[config.mk]
export PLATFORM = sky130hd
export DESIGN_NAME = atomic_lock_gate
export DESIGN_NICKNAME = d
export VERILOG_FILES = /design/src/rtl/atomic_lock_pkg.sv /design/src/rtl/atomic_lock_classifier.sv /design/src/rtl/atomic_lock_rate_limiter.sv /design/src/rtl/atomic_lock_datapath.sv /design/src/rtl/atomic_lock_ctrl.sv /design/src/rtl/atomic_lock_gate.sv
export SDC_FILE = /design/constraint.sdc
export NUM_CORES = 1
export LEC_CHECK = 0
export CELL_PAD_IN_SITES_DETAIL_PLACEMENT = 1
export CELL_PAD_IN_SITES_GLOBAL_PLACEMENT = 1
export CORE_UTILIZATION = 39
export DETAILED_ROUTE_END_ITERATION = 8
export PLACE_DENSITY = 0.91
export RECOVER_POWER = 100
export SYNTH_ARGS = -nofsm -noshare
export SYNTH_HDL_FRONTEND = slang
export SYNTH_SLANG_ARGS = --single-unit
[constraint.sdc]
create_clock -name clk -period 9.5 [get_ports clk]
set_input_delay 1.9 -clock clk [delete_from_list [all_inputs] [get_ports clk]]
set_output_delay 1.9 -clock clk [all_outputs]
set_load 0.05 [all_outputs]
[src/rtl/atomic_lock_pkg.sv]
package atomic_lock_pkg;

  typedef enum logic [1:0] {
    MODE_OFF   = 2'd0,
    MODE_WARN  = 2'd1,
    MODE_FATAL = 2'd2,
    MODE_RATE  = 2'd3
  } lockMode_t;

  typedef enum logic [2:0] {
    ST_IDLE,
    ST_LINE,
    ST_STALL,
    ST_BUS,
    ST_REL
  } lockState_t;

  // strobes from control to datapath
  typedef struct packed {
    logic capture;
    logic fault;
    logic fatal;
    logic illegal;
    logic evtTry;
  } ctlStrobe_t;

  localparam int CAP_BIT = 4;

endpackage

[src/rtl/atomic_lock_classifier.sv]
module atomic_lock_classifier #(
  parameter int ADDR_W     = 32,
  parameter int LINE_BYTES = 64
) (
  input  logic [ADDR_W-1:0] addr,
  input  logic [4:0]        size,
  output logic              isSplit,
  output logic              isIllegal
);
  localparam int LINE_SHIFT = $clog2(LINE_BYTES);

  logic [ADDR_W-1:0] lastByte;

  always_comb begin
    lastByte = addr + ADDR_W'(size) - ADDR_W'(1);
    if (size == 5'd0) isSplit = 1'b0;
    else isSplit = (addr[ADDR_W-1:LINE_SHIFT] != lastByte[ADDR_W-1:LINE_SHIFT]);
    unique case (size)
      5'd0, 5'd1, 5'd2, 5'd4, 5'd8, 5'd16: isIllegal = 1'b0;
      default:                             isIllegal = 1'b1;
    endcase
  end
endmodule

[src/rtl/atomic_lock_rate_limiter.sv]
module atomic_lock_rate_limiter #(
  parameter int CNT_W = 8,
  parameter int WIN_W = 32
) (
  input  logic             clk,
  input  logic             rstN,
  input  logic             evtTry,
  input  logic             rateMode,
  input  logic [CNT_W-1:0] limit,
  input  logic [WIN_W-1:0] windowCycles,
  output logic             allow,
  output logic [CNT_W-1:0] dropCount
);
  logic [WIN_W-1:0] winCnt;
  logic [CNT_W-1:0] evtCnt;
  logic [CNT_W-1:0] curCnt;
  logic             winEnd;

  always_comb begin
    winEnd = (windowCycles == '0) || (winCnt >= windowCycles - WIN_W'(1));
    curCnt = winEnd ? '0 : evtCnt;
    allow  = !rateMode || (curCnt < limit);
  end

  always_ff @(posedge clk) begin
    if (!rstN) begin
      winCnt    <= '0;
      evtCnt    <= '0;
      dropCount <= '0;
    end else begin
      winCnt <= winEnd ? '0 : winCnt + WIN_W'(1);
      if (evtTry && allow && curCnt != '1) evtCnt <= curCnt + CNT_W'(1);
      else evtCnt <= curCnt;
      if (evtTry && !allow && dropCount != '1) dropCount <= dropCount + CNT_W'(1);
    end
  end
endmodule

[src/rtl/atomic_lock_datapath.sv]
module atomic_lock_datapath
  import atomic_lock_pkg::*;
#(
  parameter int ADDR_W     = 32,
  parameter int LINE_BYTES = 64,
  parameter int CNT_W      = 8,
  parameter int WIN_W      = 32,
  parameter bit CAP_DETECT = 1'b1
) (
  input  logic              clk,
  input  logic              rstN,
  input  logic [ADDR_W-1:0] reqAddr,
  input  logic [4:0]        reqSize,
  input  logic              cfgDetectEn,
  input  logic [1:0]        cfgMode,
  input  logic [CNT_W-1:0]  cfgRateLimit,
  input  logic [WIN_W-1:0]  cfgWindowCycles,
  input  ctlStrobe_t        strobe,
  output logic              isSplit,
  output logic              isIllegal,
  output lockMode_t         effMode,
  output logic [7:0]        capReg,
  output logic              respFault,
  output logic              respFatal,
  output logic              respIllegal,
  output logic              evtValid,
  output logic [ADDR_W-1:0] evtAddr,
  output logic [CNT_W-1:0]  dropCount
);
  logic allow;

  atomic_lock_classifier #(.ADDR_W(ADDR_W), .LINE_BYTES(LINE_BYTES)) u_class (
    .addr(reqAddr), .size(reqSize), .isSplit(isSplit), .isIllegal(isIllegal)
  );

  // detection only takes effect when the capability exists
  generate
    if (CAP_DETECT) begin : g_cap
      assign effMode = cfgDetectEn ? lockMode_t'(cfgMode) : MODE_OFF;
    end else begin : g_nocap
      assign effMode = MODE_OFF;
    end
  endgenerate

  always_comb begin
    capReg          = '0;
    capReg[CAP_BIT] = CAP_DETECT;
  end

  atomic_lock_rate_limiter #(.CNT_W(CNT_W), .WIN_W(WIN_W)) u_rate (
    .clk(clk), .rstN(rstN), .evtTry(strobe.evtTry), .rateMode(effMode == MODE_RATE),
    .limit(cfgRateLimit), .windowCycles(cfgWindowCycles),
    .allow(allow), .dropCount(dropCount)
  );

  always_ff @(posedge clk) begin
    if (!rstN) begin
      respFault   <= 1'b0;
      respFatal   <= 1'b0;
      respIllegal <= 1'b0;
      evtValid    <= 1'b0;
      evtAddr     <= '0;
    end else begin
      respFault   <= strobe.fault;
      respFatal   <= strobe.fatal;
      respIllegal <= strobe.illegal;
      evtValid    <= strobe.evtTry && allow;
      if (strobe.capture) evtAddr <= reqAddr;
    end
  end
endmodule

[src/rtl/atomic_lock_ctrl.sv]
module atomic_lock_ctrl
  import atomic_lock_pkg::*;
#(
  parameter int N_OTHERS = 3
) (
  input  logic                clk,
  input  logic                rstN,
  input  logic                reqValid,
  input  logic                isSplit,
  input  logic                isIllegal,
  input  lockMode_t           effMode,
  input  logic [N_OTHERS-1:0] stallAck,
  input  logic                rmwDone,
  output logic                reqReady,
  output logic [N_OTHERS-1:0] stallReq,
  output logic                lineLock,
  output logic                busLock,
  output logic                grant,
  output ctlStrobe_t          strobe
);
  lockState_t state, stateNext;
  logic accept, splitGo;

  always_comb begin
    accept  = reqValid && (state == ST_IDLE);
    splitGo = accept && !isIllegal && isSplit;
    strobe.capture = accept;
    strobe.illegal = accept && isIllegal;
    strobe.fault   = splitGo && (effMode != MODE_OFF);
    strobe.fatal   = splitGo && (effMode == MODE_FATAL);
    strobe.evtTry  = strobe.fault;

    stateNext = state;
    unique case (state)
      ST_IDLE: if (accept && !isIllegal) begin
        if (!isSplit)                     stateNext = ST_LINE;
        else if (effMode != MODE_FATAL)   stateNext = ST_STALL;
      end
      ST_LINE:  if (rmwDone)   stateNext = ST_IDLE;
      ST_STALL: if (&stallAck) stateNext = ST_BUS;
      ST_BUS:   if (rmwDone)   stateNext = ST_REL;
      ST_REL:                  stateNext = ST_IDLE;
      default:                 stateNext = ST_IDLE;
    endcase
  end

  always_ff @(posedge clk) begin
    if (!rstN) state <= ST_IDLE;
    else       state <= stateNext;
  end

  always_comb begin
    reqReady = (state == ST_IDLE);
    lineLock = (state == ST_LINE);
    busLock  = (state == ST_BUS) || (state == ST_REL);
    grant    = (state == ST_LINE) || (state == ST_BUS);
    stallReq = (state == ST_STALL || busLock) ? '1 : '0;
  end
endmodule

[src/rtl/atomic_lock_gate.sv]
module atomic_lock_gate
  import atomic_lock_pkg::*;
#(
  parameter int ADDR_W     = 32,
  parameter int LINE_BYTES = 64,
  parameter int N_OTHERS   = 3,
  parameter int CNT_W      = 8,
  parameter int WIN_W      = 32,
  parameter bit CAP_DETECT = 1'b1
) (
  input  logic                clk,
  input  logic                rstN,
  input  logic                reqValid,
  output logic                reqReady,
  input  logic [ADDR_W-1:0]   reqAddr,
  input  logic [4:0]          reqSize,
  input  logic                cfgDetectEn,
  input  logic [1:0]          cfgMode,
  input  logic [CNT_W-1:0]    cfgRateLimit,
  input  logic [WIN_W-1:0]    cfgWindowCycles,
  output logic [7:0]          capReg,
  output logic [N_OTHERS-1:0] stallReq,
  input  logic [N_OTHERS-1:0] stallAck,
  output logic                lineLock,
  output logic                busLock,
  output logic                grant,
  input  logic                rmwDone,
  output logic                respFault,
  output logic                respFatal,
  output logic                respIllegal,
  output logic                evtValid,
  output logic [ADDR_W-1:0]   evtAddr,
  output logic [CNT_W-1:0]    dropCount
);
  ctlStrobe_t strobe;
  lockMode_t  effMode;
  logic       isSplit, isIllegal;

  atomic_lock_ctrl #(.N_OTHERS(N_OTHERS)) u_ctrl (
    .clk(clk), .rstN(rstN), .reqValid(reqValid), .isSplit(isSplit), .isIllegal(isIllegal),
    .effMode(effMode), .stallAck(stallAck), .rmwDone(rmwDone), .reqReady(reqReady),
    .stallReq(stallReq), .lineLock(lineLock), .busLock(busLock), .grant(grant),
    .strobe(strobe)
  );

  atomic_lock_datapath #(
    .ADDR_W(ADDR_W), .LINE_BYTES(LINE_BYTES), .CNT_W(CNT_W), .WIN_W(WIN_W),
    .CAP_DETECT(CAP_DETECT)
  ) u_dp (
    .clk(clk), .rstN(rstN), .reqAddr(reqAddr), .reqSize(reqSize),
    .cfgDetectEn(cfgDetectEn), .cfgMode(cfgMode), .cfgRateLimit(cfgRateLimit),
    .cfgWindowCycles(cfgWindowCycles), .strobe(strobe), .isSplit(isSplit),
    .isIllegal(isIllegal), .effMode(effMode), .capReg(capReg), .respFault(respFault),
    .respFatal(respFatal), .respIllegal(respIllegal), .evtValid(evtValid),
    .evtAddr(evtAddr), .dropCount(dropCount)
  );
endmodule

# Word-level counts from Yosys, hierarchy flattened
# Cells that the tools add are included.
[word_totals]
output_inout_bits = 59
in_bits = 87
regBits = 87
wordCells = 76
[op_classes]
n_reduce_logical = 25
eq_ne = 20
mux = 13
n_addsub = 6
magnitude_cmp = 2
bitwise = 1
[op_table]
columns = ["cell", "count"]
rows = [
  ["$sub 32x1->32 const B", 2],
  ["$add 32x1->32 const B", 1],
  ["$add 32x5->32", 1],
  ["$ge 32x32->1", 1],
  ["$logic_not 32->1", 1],
  ["$ne 26x26->1", 1],
  ["$mux 3", 7],
  ["$add 8x1->8 const B", 2],
  ["$mux 8", 2],
  ["$ne 8x8->1 const B", 2],
  ["$pmux 3 s4", 1],
  ["$logic_and 1x1->1", 10],
  ["$lt 8x8->1", 1],
  ["$eq 3x2->1 const B", 2],
  ["$ne 2x1->1 const B", 3],
  ["$reduce_or 6->1", 1],
  ["$eq 5x1->1 const B", 1],
  ["$eq 5x2->1 const B", 1],
  ["$eq 5x3->1 const B", 1],
  ["$eq 5x4->1 const B", 1],
  ["$eq 5x5->1 const B", 1],
  ["$logic_not 5->1", 1],
  ["$logic_or 1x1->1", 5],
  ["$reduce_and 5->1", 1],
  ["other kinds (13)", 17],
]

# Logic depth before layout (Yosys ltp)
# Gate-level depths: netlist of the first run.
[logic_depth]
ltp_word = 9
mapped_depth = 31

# Cells and area by module
# A second synthesis of the first run with hierarchy kept.
[hier_totals]
cells_unflattened = 1000
area_unflattened_um2 = 7835.0
[by_module_without_submodules]
columns = ["mod", "cells_per_inst", "area_each_um2", "instances"]
rows = [
  ["atomic_lock_rate_limiter", 479, 3794.9, 1],
  ["atomic_lock_classifier", 362, 2341.0, 1],
  ["atomic_lock_datapath", 124, 1435.1, 1],
  ["atomic_lock_ctrl", 35, 264.0, 1],
]

# Worst setup path after synthesis of the first run
# No wires, ideal clock.
[synth_timing]
path_type = "input to register"
from = "input cfgWindowCycles[2]"
to = "register u_dp.u_rate.evtCnt[7]"
path_stages = 29
arrival_ps = 7811
setup_ps = 70
required_time_ps = 9430
path_slack_ps = 1619
n_path_buf = 1
path_cell_list = "nor4_2 nand2b_1 nor2_1 nand2_1 or2_2 nand2b_1 or2_2 or4_1 xor2_1 ha_1 a21o_1 a21o_1 a21oi_1 o21ai_0 a21oi_1 o41ai_4 nor2_1 clkbuf_1 and2_1 ha_1 a21o_1 a21o_1 a21oi_1 or2_2 o31ai_1 o32a_2 or4b_1 or3_1 a21oi_1"
[synth_between]
elab_chain_len = 9
elab_cells_between_ends = 12
classes_between = "2 x add/sub; 2 x order compare; 1 x eq/ne; 2 x mux; 5 x reduce/logical"
[synth_rtl]
columns = ["item", "line_no", "source"]
rows = [
  ["start, declared", "atomic_lock_gate.sv:20", "input logic [WIN_W-1:0] cfgWindowCycles,"],
  ["$sub 32x1->32", "atomic_lock_rate_limiter.sv:20", "winEnd = (windowCycles == '0) || (winCnt >= windowCycles - WIN_W'(1));"],
  ["$ge 32x32->1", "atomic_lock_rate_limiter.sv:20", ""],
  ["$logic_or 1x1->1 (*)", "atomic_lock_rate_limiter.sv:20", ""],
  ["$mux 8 (*)", "atomic_lock_rate_limiter.sv:21", "curCnt = winEnd ? '0 : evtCnt;"],
  ["$lt 8x8->1", "atomic_lock_rate_limiter.sv:22", "allow = !rateMode || (curCnt < limit);"],
  ["$logic_or 1x1->1", "atomic_lock_rate_limiter.sv:22", ""],
  ["$logic_and 1x1->1 (2 in a row)", "atomic_lock_rate_limiter.sv:32", "if (evtTry && allow && curCnt != '1) evtCnt <= curCnt + CNT_W'(1);"],
  ["$mux 8 (*)", "atomic_lock_rate_limiter.sv:32", ""],
  ["end signal, assigned", "atomic_lock_rate_limiter.sv:32", ""],
  ["end signal, assigned", "atomic_lock_rate_limiter.sv:33", "else evtCnt <= curCnt;"],
  ["end, declared", "atomic_lock_rate_limiter.sv:15", "logic [CNT_W-1:0] evtCnt;"],
]
# Every way passes the cells marked *; elsewhere a longest branch is shown, timed or not.
# A chain may end at the register's enable or synchronous reset.

# Worst setup path after layout of the first run
# Same ends and word-level chain as after synthesis.

==> flow_summary.ini, run 1 <==
[floorplanning]
fp.dieH_um = 145
ioPinCount = 146
start_util_pct = 40.2
rows = 51
core_um2 = 19700
dieArea_um2 = 20900
dieWidth_um = 145

[sta]
hold_viol = 0
holdWs_ns = 0.453
tns_ns = 0
grt_setup_unrepaired = no
fin_skew_ns = 0.00907
setup_viol = 0
worst_pin_slew_ns = 1.88
drv_slew = 38
max_slew_margin_pct = -25.2
fin_crit_sh_pct = 92.4
max_freq_ghz = 0.114
period_needed_ns = 8.78

[clock_network]
post_cts_resized = 0
cts_buffers = 9
postCtsSetupBuffers = 0
cts.sinks = 87
clock_latency_ns = 0.36
clk_pin_slew_ns = 0.07
cts_root_buf = clkbuf_16
clk_path_buf_depth = 2
h-tree-depth = 3
postCtsHoldBufs = 0
cts_tree = yes

[run_status]
violations = capacitance limit, slew limit
status = complete, but fails checks

[critical_path]
start_kind = primary input
path_buf_inv = 1
cp_data_required_time_ns = 9.77
crit_family = simple AND/OR/NAND/NOR gates
arrival_ns = 9.04
critical_path.max_stage_delay_ns = 0.57
cp-end-kind = flop
slowest_stage = or4b_1
critical_path_peak_fanout = 11
path_class = in -> reg

[cells_and_area]
fin_util_pct = 49.1
final_area_um2 = 9690
drive_above_1_share_pct = 4.00
syn_to_final_growth_pct = 22.2
antenna_cells = 0
nNetsFinal = 1334

[hold_path]
min_path_type = reg -> reg

[detailed_routing]
drt_drc_violations_left = 0
ant_nets = 0
dr.pass1.iters = 7
wl_um = 25700
vias = 8070
routedWlPerCell_um = 17.9
vias_per_cell = 5.60
drt_iter0_markers = 361

[grt]
antenna_found_initial = 0
grt.overflow.total = 0
grt_first_pass_wirelength_um = 41500
grt_pass1_vias = 8460
grt_max_degree = 38
grt_usage_pct = 25.2

[yosys]
yosys.cell_types.count = 85
async_flop_share_pct = 0
syn_avg_cell_area_um2 = 7.47
ys_seq_area_share_pct = 22.0
synth_edf_count = 0
synthCells = 1061
synthFlopType = dfxtp_1
synth_area_um2 = 7920
synth_seq_cells = 87
yosysWarnings = 0

[place]
placedInstanceArea_um2 = 9420
hpwl_um = 20400
gp_congestion = 0.948
io_buffer_count = 137

[power_and_ir_drop]
powerDensity_nw_per_um2 = 123
peakVddDrop_uv = 102
leakage_nw = 4.04

[flow_run]
cap_violations = 1
## per-stage QoR
stage	power, W	setup WS [ns]	instances
2_1_floorplan	0.000638	1.62	1067
3_3_place_gp	0.000758	0.606	1425
3_5_place_dp	0.000770	0.375	1425
4_1_cts	0.00121	0.722	1441
5_1_grt	0.00125	0.299	1441
6_report	0.00119	0.725	1441
## worst paths after layout
check | from | to | slack, ns | cells past startpoint
worst max-delay path | cfgWindowCycles[2] | u_dp.u_rate.evtCnt[7] | 0.72 | 30
worst min-delay path | u_dp.evtAddr[0] | u_dp.evtAddr[0] | 0.45 | 2
worst max register to register | u_dp.u_rate.winCnt[0] | u_dp.u_rate.evtCnt[7] | 4.42 | 21
worst min register to register | u_dp.evtAddr[0] | u_dp.evtAddr[0] | 0.45 | 2
## placed cells by master, fill, tap and decap left out, types with 28 or more instances in the layout
master and instances:
nand3_1 28, nand4_1 32, o21ai_0 34, inv_1 63, dfxtp_1 87, dlygate4sd3_1 53, ha_1 76, a21oi_1 85
xnor2_1 48, nand2_1 157, xor2_1 43, clkdlybuf4s50_1 84, nor2_1 98
## synthesized netlist by cell type, types with 23 or more instances
master    count  area share, %
a21o_1       23            2.2
a21oi_1      85            5.4
clkbuf_1     25            1.2
dfxtp_1      87             22
ha_1         76             12
inv_1        63            3.0
nand2_1     157            7.4
nand3_1      28            1.8
nand4_1      32            2.5
nor2_1       98            4.6
o21ai_0      34            2.1
xnor2_1      48            5.3
xor2_1       43            4.8
## power breakdown
part | switching, W | total (W) | internal, W | leakage [nW]
logic | 0.000233 | 0.000376 | 0.000143 | 3.16
registers | 0.00000716 | 0.000383 | 0.000376 | 0.707
clock network | 0.000163 | 0.000429 | 0.000266 | 0.173
## routing by layer
metal | GRT usage, % | part of all wire [%] | routed length, µm | vias up
met2 | 46.7 | 51 | 13000 | 164
met3 | 4.34 | 4.6 | 1180 | 36
li1 | - | - | - | 3943
met1 | 28.9 | 43 | 11000 | 3927
met4 | 8.25 | 1.9 | 488 | 0
met5 | 0 | 0 | 0 | -
## area by class of cell
type	count	area, µm²
tap	265	332
clock buffer	10	239
sequential	87	1740
multi-input combinational	868	5620
clock inverter	6	116
timing repair buffer	141	1390
fill	2484	10000
inverter	64	240
## worst reg2reg max path, stage by stage (launching register included)
cell and delay, ns:
dfxtp_1 0.40, inv_1 0.07, ha_1 0.26, nand2b_1 0.14
a21o_1 0.18, a21o_1 0.17, a21o_1 0.17, a21oi_1 0.25
o32ai_1 0.18, nor2_1 0.53, and2_0 0.22, ha_1 0.24
a21o_1 0.16, a21o_1 0.16, a21oi_1 0.12, or2_2 0.12
and4_1 0.21, nand2_1 0.06, o32a_1 0.28, or4b_1 0.58
or3_1 0.32, a21oi_1 0.15
## cells by family after synthesis
kind of cell    Yosys count  synth area share, %
simple gates            455                 29.4
buf+inv                 112                 6.25
other cells               2               0.0948
xor+xnor                 91                 10.1
mux                      15                 1.99
flops                    87                 22.0
fa+ha+maj                77                 12.1
compound gates          222                 18.1
## state kept, by name (all words and copies together), names as in the netlist
signal	flops
u_dp.respFault	1
u_dp.respFatal	1
u_dp.u_rate.dropCount	8
u_dp.u_rate.winCnt	32
u_ctrl.state	3
u_dp.evtAddr	32
u_dp.evtValid	1
u_dp.respIllegal	1
u_dp.u_rate.evtCnt	8
Power figures use the tool's default switching activity.
==> run 2, diff against run 1 <==
--- a/config.mk
+++ b/config.mk
@@ -11,6 +11,7 @@
 export DETAILED_ROUTE_END_ITERATION = 8
 export PLACE_DENSITY = 0.91
 export RECOVER_POWER = 100
+export SLEW_MARGIN = 20
 export SYNTH_ARGS = -nofsm -noshare
 export SYNTH_HDL_FRONTEND = slang
 export SYNTH_SLANG_ARGS = --single-unit
==> results of run 2 <==
Same layout as run 1: the final DEF is identical, and so are final timing and power.
